`src/rtl/sdac_pkg.sv`:
```
package sdac_pkg;

    localparam int DATA_W = 12;
    localparam int CMD_W  = 3;
    localparam int WORD_W = CMD_W + DATA_W + 1;
    localparam int CNT_W  = $clog2(WORD_W + 2);

    typedef enum logic [CMD_W-1:0] {
        CMD_NOP       = 3'd0,
        CMD_LD_STAGE  = 3'd1,
        CMD_LD_BOTH   = 3'd2,
        CMD_XFER      = 3'd3,
        CMD_UPO_LO    = 3'd4,
        CMD_SLEEP     = 3'd5,
        CMD_UPO_HI    = 3'd6,
        CMD_DOUT_MODE = 3'd7
    } cmd_e;

    // payload of a frame without the trailing filler bit
    typedef struct packed {
        cmd_e              cmd;
        logic [DATA_W-1:0] code;
    } payload_t;

    typedef struct packed {
        logic cs_n;
        logic sclk;
        logic din;
        logic clr_n;
        logic pd;
        logic allow;
    } pins_t;

    localparam pins_t PINS_IDLE = '{cs_n: 1'b1, sclk: 1'b0, din: 1'b0,
                                    clr_n: 1'b1, pd: 1'b0, allow: 1'b1};

    function automatic logic [DATA_W-1:0] clear_code(input logic mid);
        logic [DATA_W-1:0] v;
        v = '0;
        v[DATA_W-1] = mid;
        return v;
    endfunction

endpackage

```
`src/rtl/sdac_sync.sv`:
```
module sdac_sync #(
    parameter int            W      = 6,
    parameter int            STAGES = 2,
    parameter logic [W-1:0]  INIT   = '0
) (
    input  logic         clk,
    input  logic         rst,
    input  logic [W-1:0] d,
    output logic [W-1:0] q
);
    logic [W-1:0] stg [STAGES];

    for (genvar g = 0; g < STAGES; g++) begin : g_stage
        if (g == 0) begin : g_first
            always_ff @(posedge clk) begin
                if (rst) stg[g] <= INIT;
                else     stg[g] <= d;
            end
        end else begin : g_next
            always_ff @(posedge clk) begin
                if (rst) stg[g] <= INIT;
                else     stg[g] <= stg[g-1];
            end
        end
    end

    assign q = stg[STAGES-1];
endmodule

```
`src/rtl/sdac_shift.sv`:
```
module sdac_shift
    import sdac_pkg::*;
(
    input  logic     clk,
    input  logic     rst,
    input  logic     cs_low,
    input  logic     cs_rise,
    input  logic     sclk_rise,
    input  logic     sclk_fall,
    input  logic     din_s,
    input  logic     mode_rise,
    input  logic     hold,
    output logic     frame_valid,
    output payload_t payload,
    output logic     dout
);
    localparam logic [CNT_W-1:0] CNT_FULL = CNT_W'(WORD_W);
    localparam logic [CNT_W-1:0] CNT_SAT  = CNT_W'(WORD_W + 1);

    logic [WORD_W-1:0] sr;
    logic [CNT_W-1:0]  count;

    always_ff @(posedge clk) begin
        if (rst) begin
            sr    <= '0;
            count <= '0;
        end else if (!cs_low) begin
            count <= '0;
        end else if (sclk_rise) begin
            sr <= {sr[WORD_W-2:0], din_s};
            if (count != CNT_SAT) count <= count + 1'b1;
        end
    end

    always_ff @(posedge clk) begin
        if (rst) begin
            dout <= 1'b0;
        end else if (cs_low && !hold) begin
            if (mode_rise && sclk_rise)       dout <= sr[WORD_W-2];
            else if (!mode_rise && sclk_fall) dout <= sr[WORD_W-1];
        end
    end

    assign frame_valid = cs_rise && (count == CNT_FULL);
    assign payload     = payload_t'(sr[WORD_W-1:1]);

    AST_DOUT_FROZEN: assert property (@(posedge clk) disable iff (rst)
        hold |=> $stable(dout));

    AST_FRAME_NEEDS_SELECT: assert property (@(posedge clk) disable iff (rst)
        frame_valid |-> $past(cs_low));
endmodule

```
`src/rtl/sdac_regs.sv`:
```
module sdac_regs
    import sdac_pkg::*;
(
    input  logic              clk,
    input  logic              rst,
    input  logic              frame_valid,
    input  payload_t          payload,
    input  logic              clr_act,
    input  logic              rst_mid,
    input  logic              allow,
    input  logic              allow_fall,
    input  logic              pd_rise,
    output logic [DATA_W-1:0] dac_code,
    output logic              shut,
    output logic              upo,
    output logic              mode_rise
);
    logic [DATA_W-1:0] stage_q, stage_n, dac_q, dac_n;
    logic              shut_q, shut_n, upo_q, upo_n, mode_q, mode_n;
    logic              sleep_cmd, wake_cmd;

    always_comb begin
        stage_n   = stage_q;
        dac_n     = dac_q;
        upo_n     = upo_q;
        mode_n    = mode_q;
        sleep_cmd = 1'b0;
        wake_cmd  = 1'b0;
        if (frame_valid) begin
            case (payload.cmd)
                CMD_NOP:       ;
                CMD_LD_STAGE:  stage_n = payload.code;
                CMD_LD_BOTH: begin
                    stage_n  = payload.code;
                    dac_n    = payload.code;
                    wake_cmd = 1'b1;
                end
                CMD_XFER: begin
                    dac_n    = stage_q;
                    wake_cmd = 1'b1;
                end
                CMD_UPO_LO:    upo_n = 1'b0;
                CMD_UPO_HI:    upo_n = 1'b1;
                CMD_SLEEP:     sleep_cmd = 1'b1;
                CMD_DOUT_MODE: mode_n = payload.code[DATA_W-1];
            endcase
        end
        shut_n = shut_q;
        if (allow_fall)                          shut_n = 1'b0;
        else if ((sleep_cmd || pd_rise) && allow) shut_n = 1'b1;
        else if (wake_cmd)                       shut_n = 1'b0;
    end

    always_ff @(posedge clk) begin
        if (rst) begin
            stage_q <= clear_code(rst_mid);
            dac_q   <= clear_code(rst_mid);
            shut_q  <= 1'b0;
            upo_q   <= 1'b0;
            mode_q  <= 1'b0;
        end else if (clr_act) begin
            stage_q <= clear_code(rst_mid);
            dac_q   <= clear_code(rst_mid);
            shut_q  <= 1'b0;
            upo_q   <= 1'b0;
        end else begin
            stage_q <= stage_n;
            dac_q   <= dac_n;
            shut_q  <= shut_n;
            upo_q   <= upo_n;
            mode_q  <= mode_n;
        end
    end

    assign dac_code  = dac_q;
    assign shut      = shut_q;
    assign upo       = upo_q;
    assign mode_rise = mode_q;

    AST_SHUT_NEEDS_ALLOW: assert property (@(posedge clk) disable iff (rst)
        $rose(shut_q) |-> $past(allow));

    AST_CLEAR_RESULT: assert property (@(posedge clk) disable iff (rst)
        clr_act |=> (dac_q == clear_code($past(rst_mid)) && !shut_q && !upo_q));

    AST_DAC_HOLD: assert property (@(posedge clk) disable iff (rst)
        (!clr_act && !(frame_valid && (payload.cmd == CMD_LD_BOTH || payload.cmd == CMD_XFER)))
        |=> $stable(dac_q));
endmodule

```
`src/rtl/sdac_settle.sv`:
```
module sdac_settle #(
    parameter int unsigned SETTLE_CYCLES = 200000
) (
    input  logic clk,
    input  logic rst,
    input  logic shut,
    output logic busy
);
    localparam int CW = $clog2(SETTLE_CYCLES + 1);

    logic [CW-1:0] cnt;
    logic          shut_d;
    logic          wake;

    assign wake = shut_d && !shut;

    always_ff @(posedge clk) begin
        if (rst) begin
            cnt    <= '0;
            shut_d <= 1'b0;
        end else begin
            shut_d <= shut;
            if (wake)           cnt <= CW'(SETTLE_CYCLES);
            else if (cnt != '0) cnt <= cnt - 1'b1;
        end
    end

    assign busy = (cnt != '0);

    AST_SETTLE_START: assert property (@(posedge clk) disable iff (rst)
        ($past(shut) && !shut) |=> busy);
endmodule

```
`src/rtl/sdac_ctrl.sv`:
```
module sdac_ctrl
    import sdac_pkg::*;
#(
    parameter int unsigned SETTLE_CYCLES = 200000
) (
    input  logic              clk,
    input  logic              rst,
    input  logic              cs_n,
    input  logic              sclk,
    input  logic              din,
    input  logic              clr_n,
    input  logic              rst_mid,
    input  logic              pd_req,
    input  logic              sleep_allow,
    output logic [DATA_W-1:0] dac_code,
    output logic              out_en,
    output logic              upo,
    output logic              dout,
    output logic              ref_settling
);
    pins_t    raw, s;
    logic [3:0] prev;
    logic     cs_rise, sclk_rise, sclk_fall, pd_rise, allow_fall;
    logic     frame_valid, shut, mode_rise;
    payload_t payload;

    assign raw = '{cs_n: cs_n, sclk: sclk, din: din, clr_n: clr_n,
                   pd: pd_req, allow: sleep_allow};

    sdac_sync #(.W($bits(pins_t)), .STAGES(2), .INIT(PINS_IDLE)) u_sync (
        .clk (clk),
        .rst (rst),
        .d   (raw),
        .q   (s)
    );

    always_ff @(posedge clk) begin
        if (rst) prev <= {PINS_IDLE.cs_n, PINS_IDLE.sclk, PINS_IDLE.pd, PINS_IDLE.allow};
        else     prev <= {s.cs_n, s.sclk, s.pd, s.allow};
    end

    assign cs_rise    = s.cs_n  && !prev[3];
    assign sclk_rise  = s.sclk  && !prev[2];
    assign sclk_fall  = !s.sclk && prev[2];
    assign pd_rise    = s.pd    && !prev[1];
    assign allow_fall = !s.allow && prev[0];

    sdac_shift u_shift (
        .clk         (clk),
        .rst         (rst),
        .cs_low      (!s.cs_n),
        .cs_rise     (cs_rise),
        .sclk_rise   (sclk_rise),
        .sclk_fall   (sclk_fall),
        .din_s       (s.din),
        .mode_rise   (mode_rise),
        .hold        (shut),
        .frame_valid (frame_valid),
        .payload     (payload),
        .dout        (dout)
    );

    sdac_regs u_regs (
        .clk         (clk),
        .rst         (rst),
        .frame_valid (frame_valid),
        .payload     (payload),
        .clr_act     (!s.clr_n),
        .rst_mid     (rst_mid),
        .allow       (s.allow),
        .allow_fall  (allow_fall),
        .pd_rise     (pd_rise),
        .dac_code    (dac_code),
        .shut        (shut),
        .upo         (upo),
        .mode_rise   (mode_rise)
    );

    sdac_settle #(.SETTLE_CYCLES(SETTLE_CYCLES)) u_settle (
        .clk  (clk),
        .rst  (rst),
        .shut (shut),
        .busy (ref_settling)
    );

    assign out_en = !shut;
endmodule

```
`config.mk`:
```
export PLATFORM = sky130hd
export DESIGN_NAME = sdac_ctrl
export DESIGN_NICKNAME = d
export VERILOG_FILES = /design/src/rtl/sdac_pkg.sv /design/src/rtl/sdac_sync.sv /design/src/rtl/sdac_shift.sv /design/src/rtl/sdac_regs.sv /design/src/rtl/sdac_settle.sv /design/src/rtl/sdac_ctrl.sv
export SDC_FILE = /design/constraint.sdc
export NUM_CORES = 1
export LEC_CHECK = 0
export CAP_MARGIN = 20
export CORE_MARGIN = 5
export CORE_UTILIZATION = 28
export DETAILED_ROUTE_END_ITERATION = 7
export HOLD_SLACK_MARGIN = 0.15
export PLACE_DENSITY = 0.51
export RECOVER_POWER = 50
export SLEW_MARGIN = 25
export SYNTH_ARGS = -nofsm -noshare
export SYNTH_HDL_FRONTEND = slang
export SYNTH_HIERARCHICAL = 1
export SYNTH_SLANG_ARGS = --single-unit
```
`constraint.sdc`:
```
create_clock -name clk -period 3 [get_ports clk]
set_input_delay 0.45 -clock clk [delete_from_list [all_inputs] [get_ports clk]]
set_output_delay 0.45 -clock clk [all_outputs]
set_load 0.05 [all_outputs]
```
# Word-level counts from Yosys, hierarchy flattened
# Memory sizes are Yosys's and may differ from the RTL's.
# Cells that the tools add are included.
dict set report totals {
  register_bits 72
  ramBits 12
  inputBits 9
  output_inout_bits 16
  elab_cells 98
  memories 1
}
dict set report op_classes {
  n_addsub 2
  n_eq_ne 12
  n_mux 24
  n_bitwise 4
  n_reduce_logical 41
}
# name words width read_ports rd_clocked_by_memory_dff wr line_no
set mem_list {}
lappend mem_list {u_sync.stg 2 6 2 0 2 sdac_sync.sv:11} ;# logic [W-1:0] stg [STAGES];
# cell n
set ops {}
lappend ops {{12-bit 2-to-1 mux} 7}
lappend ops {{18-bit 2-to-1 mux} 2}
lappend ops {{12-bit one-hot mux with 2 select lines} 1}
lappend ops {{18-bit nonzero test} 1}
lappend ops {{18-bit by 1-bit subtractor with 18-bit output (second input constant)} 1}
lappend ops {{2-bit AND reduction} 8}
lappend ops {{3-bit == test (second input constant)} 4}
lappend ops {{6-bit 2-to-1 mux} 2}
lappend ops {{1-bit logical AND} 11}
lappend ops {{1-bit 2-to-1 mux} 11}
lappend ops {{2-bit nonzero test} 5}
lappend ops {{2-bit OR reduction} 5}
lappend ops {{1-bit zero test} 8}
lappend ops {{3-bit by 2-bit == test with 1-bit output (second input constant)} 2}
lappend ops {{5-bit by 1-bit adder with 5-bit output (second input constant)} 1}
lappend ops {{5-bit == test (second input constant)} 1}
lappend ops {{5-bit != test (second input constant)} 1}
lappend ops {{4-bit by 2-bit != test with 1-bit output (second input constant)} 1}
lappend ops {{3-bit by 1-bit == test with 1-bit output (second input constant)} 1}
lappend ops {{3-bit by 2-bit != test with 1-bit output (second input constant)} 1}
lappend ops {{3-bit != test (second input constant)} 1}
lappend ops {{3-bit AND reduction} 1}
lappend ops {{3-bit OR reduction} 1}
lappend ops {{1-bit inverter} 2}
lappend ops {{other kinds (3)} 4}

# Logic depth before layout (Yosys ltp)
# Gate-level depths: netlist (run 1).
dict set report depth {
  word_depth 7
  depth_mapped 8
  depth_no_buf 7
}

# By module
# The synthesis (run 1) kept the hierarchy.
# module n_inst cells_per_inst area_each_um2 seq_area_each_um2
set modules_own_cells {}
lappend modules_own_cells {sdac_regs 1 124 1173.6 560.5}
lappend modules_own_cells {sdac_shift 1 126 1046.0 440.4}
lappend modules_own_cells {sdac_settle 1 119 1023.5 380.4}
lappend modules_own_cells {sdac_sync 1 25 327.8 240.2}
lappend modules_own_cells {sdac_ctrl 1 16 147.6 80.1}

# Worst setup path before layout (run 1)
# OpenSTA, ideal clock, no wires.
dict set report synth_path {
  kind {register to register}
  startpoint {register u_settle.cnt[0]}
  endpoint {register u_settle.cnt[12]}
  setup_time_ns 0.070
  arrival_time_ns 2.073
  required_time_ns 2.930
  path_slack_ns 0.856
  stages_incl_launch_ff 9
  path_buffers 2
  synth_period_minus_slack_ns 2.144
  cell_sequence {dfxtp_1 inv_1 ha_1 or3b_2 clkbuf_1 or3_1 buf_2 or4_1 a21oi_1}
}
dict set report synth_via {
  elab_chain_cells 1
  elab_cells_between_ends 2
  classes_between {1 x add/sub; 1 x reduce/logical}
}
# element line_no
set synth_rtl {}
lappend synth_rtl {{from (decl)} sdac_settle.sv:11} ;# logic [CW-1:0] cnt;
lappend synth_rtl {{from (signal assigned)} sdac_settle.sv:23} ;# if (wake) cnt <= CW'(SETTLE_CYCLES);
lappend synth_rtl {{from (signal assigned)} sdac_settle.sv:24} ;# else if (cnt != '0) cnt <= cnt - 1'b1;
lappend synth_rtl {{18-bit by 1-bit subtractor with 18-bit output / 18-bit nonzero test (equally long branches)} sdac_settle.sv:24}
# Several ways; a longest one is shown, not always the timed one.
# A chain may end at the register's enable or synchronous reset.

# Final worst setup path (run 1)
dict set report layout_path {
  startpoint {register u_settle.cnt[4]}
  endpoint {output port ref_settling}
}
dict set report layout_via {
  elab_chain_cells 1
}
# element line_no
set layout_rtl {}
lappend layout_rtl {{18-bit nonzero test} sdac_settle.sv:28} ;# assign busy = (cnt != '0);
lappend layout_rtl {{to (decl)} sdac_ctrl.sv:19} ;# output logic ref_settling
# Every way passes these cells.

==> run metrics, run 1 <==
status=finished, final reports clean; Total Routing Usage GR=0.1084; Port Buf Inserts=24; Clk Latency, worst-skew pair=0.33 ns; Post-Synthesis Cells=410; post_cts resized=0; commonest non-fill, non-tap cell in the layout=dfxtp_1; initial antenna violation count=0; clock transition at the registers of the reported paths=0.06 ns; first-pass GRT wire length=14.01 mm; min-delay worst type=flip-flop to flip-flop; Buf+Inv Stages, Crit Path=1; Synth Area in XOR/XNOR=0.009421; PwrDens=736.4 nW/um^2; Main synth FF type=dfxtp_1; worst-path fanout max=8; die height=125.2 microns; largest net degree at the start of global routing=28; post-synthesis compound-gate area fraction=0.1588; I/O pin count=25; Routed Antenna Nets=0; Final Setup Violations=0; setup tns final=0 ns; Seq cells post-synth=84; area grow syn2layout=13.43%; CORE AREA=13,140 sq um; post-synthesis simple-gate area fraction=0.2298; Die Wd=125.2 microns; CTS tree=yes; post-synthesis mux area share=0.04341; TritonRoute pass-1 iters=4; highest clock rate=372.0 MHz; Leakage Power=0.001513 uW; FF/Latch Area=1702 sq um; clk buf depth=2; Final Net Count=425; Starting Density=0.2830; post-synth top area share=0.4415; maximum VDD drop=0.2807 mV; row count=42; final worst slack=0.3116 ns; delay-heaviest family, CP=simple AND/OR/NAND/NOR gates; hold buffers post-CTS=0; Adder-Cell Fraction of Synth Area=0.01682; worst-path cell chain=or4_4 > nor2_1 > nand4b_1 > clkdlybuf4s50_1; EDFF count, synth=2; dpl ws=0.6516 ns; Num CTS Buffers=9; sequential area share after synthesis=0.4576; Fillers=1,422; yosys warns=6; Clock Sink Count=84; final worst-path cycle share=0.8961; Worst Path Required=2.55 ns; ranking of synthesized cells by area=dfxtp_1 44%, a21oi_1 5.5%, nand2_1 4.7%; max-slew violations=0; drt wl/cell=13.43 microns; CP max stage cell=clkdlybuf4s50_1; startpoint types=flip-flop; min Tclk post-route=2.688 ns; vias in the first global route=2,859; slew at the pin with the worst max-slew slack=0.9092 ns; HPWL Detailed=5.416 mm; ant diodes=0; Mapped Avg Cell Area=9.070 sq um; Residual DRC=0; Unique masters post-synth=54; fraction of registers with async set/reset=0; vias per cell=4.802; crit end category=primary output; largest family of logic cells by synthesized area=simple AND/OR/NAND/NOR gates; Multi-input gate area=1704 sq um; CP Data Arrival Time=2.24 ns; Synth area leader=dfxtp_1; ratio of cells with drive above 1 in the final layout=0.06971; final hold violation count=0; WL final=7.948 mm; CTS HTree Levels=3; commonest cells after routing, fill and taps aside=82 x dfxtp_1, 47 x nand2_1, 41 x a21oi_1; RSZ-0062 raised after global routing=false; Final Skew=0.007063 ns; Setup CP Type=flip-flop to primary output; Worst slew margin=0.3895; routed vias=2,843; 1st-iter DRT viols=185; CTS root buf=clkbuf_16; slowest stage delay, CP=0.72 ns; GRT Residual Overflow=0; Post-Syn Nets=424; max cap viols=0; Post-Syn Area=3719 sq um; GP Congestion=0.7794; setup bufs post-CTS=0; Die Area=15,690 sq um
synth_stat cells (all sizes together), types with 2 or more instances:
library cell,count
dfxtp,82
nand2,47
a21oi,42
buf,30
o21ai,22
mux2i,15
nor2b,15
nand3,12
clkbuf,11
inv,11
o2bb2ai,11
or2,11
or3,11
nor2,9
o31ai,9
or4,8
nor3,7
nor4,6
ha,5
nand2b,5
nand4,4
a211oi,3
a31oi,3
and2,3
nand3b,3
and2b,2
and4,2
edfxtp,2
xnor2,2
xor2,2
metrics by stage:
| step | std cells | util | cell area, sq um | power (uW) | hold slack (ns) |
|---|---|---|---|---|---|
| after floorplan | 410 | - | 3719 | 1973 | 0.3832 |
| after detailed placement | 576 | 0.3014 | 3960 | 2121 | 0.3886 |
| after global placement | 576 | 0.3014 | 3960 | 2091 | 0.3970 |
| final | 592 | 0.3210 | 4218 | 3106 | 0.4022 |
| after CTS | 592 | 0.3221 | 4232 | 3145 | 0.4027 |
| after global routing | 592 | 0.3210 | 4218 | 3327 | 0.4185 |
kinds of logic (layout without fill, tap and decap cells):
kind of cell,Yosys count,in the layout
compound gates,97,97
xor+xnor,4,4
fa+ha+maj,5,5
buf+inv,52,58
flops,84,84
mux,16,16
simple gates,152,152
flip-flops by register name, summed over array words and instances, names as in the netlist, 4 cells and up:
signal,count
prev,4
u_shift/sr,16
u_regs/stage_q,12
u_shift/count,5
u_settle/cnt,18
u_sync/stg,12
u_regs/dac_code,12
power breakdown:
group | total, uW | internal [uW] | switching, uW
Combinational | 762 | 326 | 436
Sequential | 1350 | 1230 | 118
Clock | 998 | 580 | 417
Total | 3110 | 2130 | 971
path summary, 6_finish.rpt:
path	start	end	slack [ns]	depth (start not counted)
worst min-delay path	u_sync/stg[0][5]	u_sync/stg[1][5]	0.40	1
worst min register to register	u_sync/stg[0][5]	u_sync/stg[1][5]	0.40	1
worst max-delay path	u_settle/cnt[4]	ref_settling	0.31	4
worst max register to register	u_shift/count[0]	u_regs/dac_code[2]	0.70	9
worst reg2reg max path, cell delays in order (launching register included):
cell	delay, ns
dfxtp_1	0.35
inv_1	0.07
ha_1	0.13
nand4_1	0.09
nor2_1	0.30
and2b_1	0.36
clkbuf_1	0.35
a21oi_2	0.17
buf_4	0.21
o2bb2ai_1	0.13
cell type report:
class	count	area share
Multi-Input combinational cell	274	0.4040
Sequential cell	84	0.4034
Timing Repair Buffer	31	0.06615
Clock buffer	12	0.05844
Tap cell	176	0.05221
Inverter	11	0.009789
Clock inverter	4	0.005933
layer usage:
layer | share of wire | global-route usage
met1 | 0.49 | 0.1377
met2 | 0.47 | 0.1746
met3 | 0.040 | 0.03710
met4 | 0.0079 | 0.03316
met5 | 0 | 0
No activity file was read; power rests on OpenSTA's default activity.
==> inputs of run 2 (changes only) <==
CORE_MARGIN = 1.5   (was 5)
==> run metrics, run 2 (same netlist as run 1, synthesis figures left out) <==
Total Routing Usage GR=0.1185; post_cts resized=0; ratio of cells with drive above 1 in the final layout=0.07229; reg2reg path depth=8; largest net degree at the start of global routing=27; clk buf depth=2; ant diodes=0; max-slew violations=0; CTS tree=yes; WL final=7.730 mm; Port Buf Inserts=24; Largest regs=u_settle/cnt: 18 flops, u_shift/sr: 16 flops; worst hold path depth=1; min Tclk post-route=2.714 ns; commonest cells after routing, fill and taps aside=82 x dfxtp_1, 47 x nand2_1, 41 x a21oi_1; Final Net Count=424; hold buffers post-CTS=0; vias per cell=4.859; final worst-path cycle share=0.9048; Final Skew=0.01015 ns; Routed Antenna Nets=0; row count=41; drt wl/cell=13.17 microns; max cap viols=0; Num CTS Buffers=9; Die Wd=118.2 microns; GP Congestion=0.7357; CTS HTree Levels=3; Final Setup Violations=0; 1st-iter DRT viols=204; Residual DRC=0; met1 Resource Use GR=0.1547; die height=118.2 microns; Most Crowded Layer GR=met2; worst-path fanout max=8; HPWL Detailed=5.140 mm; commonest non-fill, non-tap cell in the layout=dfxtp_1; Worst Path Required=2.55 ns; Clk Latency, worst-skew pair=0.34 ns; setup tns final=0 ns; I/O pin count=25; Biggest register=u_settle/cnt; Worst slew margin=0.3029; CP Data Arrival Time=2.26 ns; TritonRoute pass-1 iters=4; max reg flops=18; WHS Endpoint=u_sync/stg[1][0]; area grow syn2layout=14.80%; Starting Density=0.2911; worst r2r dst=u_regs/dac_code[11]; R2R Setup Slk=0.66 ns; CTS root buf=clkbuf_16; routed vias=2,852; min-delay worst type=flip-flop to flip-flop; M2 GR Usage=0.1839; final hold violation count=0; start of the worst register-to-register path=u_shift/count[0]; initial antenna violation count=0; HP Start=u_sync/stg[0][0]; CORE AREA=12,770 sq um; Die Area=13,980 sq um; crit end category=primary output; Clock Sink Count=84; slew at the pin with the worst max-slew slack=1.046 ns; GRT Residual Overflow=0; vias in the first global route=2,758; startpoint types=flip-flop; post-layout util=0.3342; first-pass GRT wire length=13.39 mm; clock transition at the registers of the reported paths=0.07 ns; Setup CP Type=flip-flop to primary output; met3 Use GR=0.03427; RSZ-0062 raised after global routing=false; PwrDens=774.4 nW/um^2; highest clock rate=368.4 MHz; maximum VDD drop=0.2811 mV; setup bufs post-CTS=0; status=finished, final reports clean; Leakage Power=0.001521 uW
==> run 2: critical path, stage by stage, from the launching register on <==
cell and delay, ns:
dfxtp_1 0.36, or4_4 0.58, nor2_1 0.11, nand4b_1 0.14, clkdlybuf4s50_1 0.73
==> run 2: report_power, final <==
group	switching, uW	internal, uW
combinational	425	325
clock	451	759
sequential	118	1230
==> run 2: layer usage <==
layer	share of wire	vias up	routed length, microns
met1	0.49	1350	3825
met3	0.054	7	417
met5	0	-	0
met4	0.011	0	87
li1	-	1434	-
met2	0.44	61	3400
==> run 2: worst max-delay path by stage <==
stage / start / to / depth (start not counted)
finish: u_settle/cnt[4] / ref_settling / 4
global route: u_settle/cnt[9] / ref_settling / 4
CTS: u_settle/cnt[4] / ref_settling / 4
detailed placement: u_settle/cnt[4] / ref_settling / 4
global placement: u_settle/cnt[4] / ref_settling / 4
floorplan: u_settle/cnt[0] / u_settle/cnt[12] / 8
==> run 2: cell type report <==
| class | count | area, sq um |
|---|---|---|
| Clock inverter | 6 | 93.84 |
| Sequential cell | 84 | 1702 |
| Fill cell | 1356 | 8504 |
| Timing Repair Buffer | 30 | 274.0 |
| Inverter | 11 | 41.29 |
| Tap cell | 172 | 215.2 |
| Multi-Input combinational cell | 274 | 1704 |
| Clock buffer | 10 | 239.0 |
==> run 2: stage by stage <==
stage | instances | setup WS, ns | instance area, sq um | hold WS [ns] | power [uW]
after floorplan | 410 | 0.8564 | 3719 | 0.3832 | 1973
after global placement | 571 | 0.6549 | 3948 | 0.3990 | 2091
after CTS | 587 | 0.2650 | 4280 | 0.4151 | 3353
final | 587 | 0.2857 | 4269 | 0.4126 | 3306
after global routing | 587 | 0.1177 | 4269 | 0.4307 | 3517
after detailed placement | 571 | 0.6506 | 3948 | 0.3984 | 2112
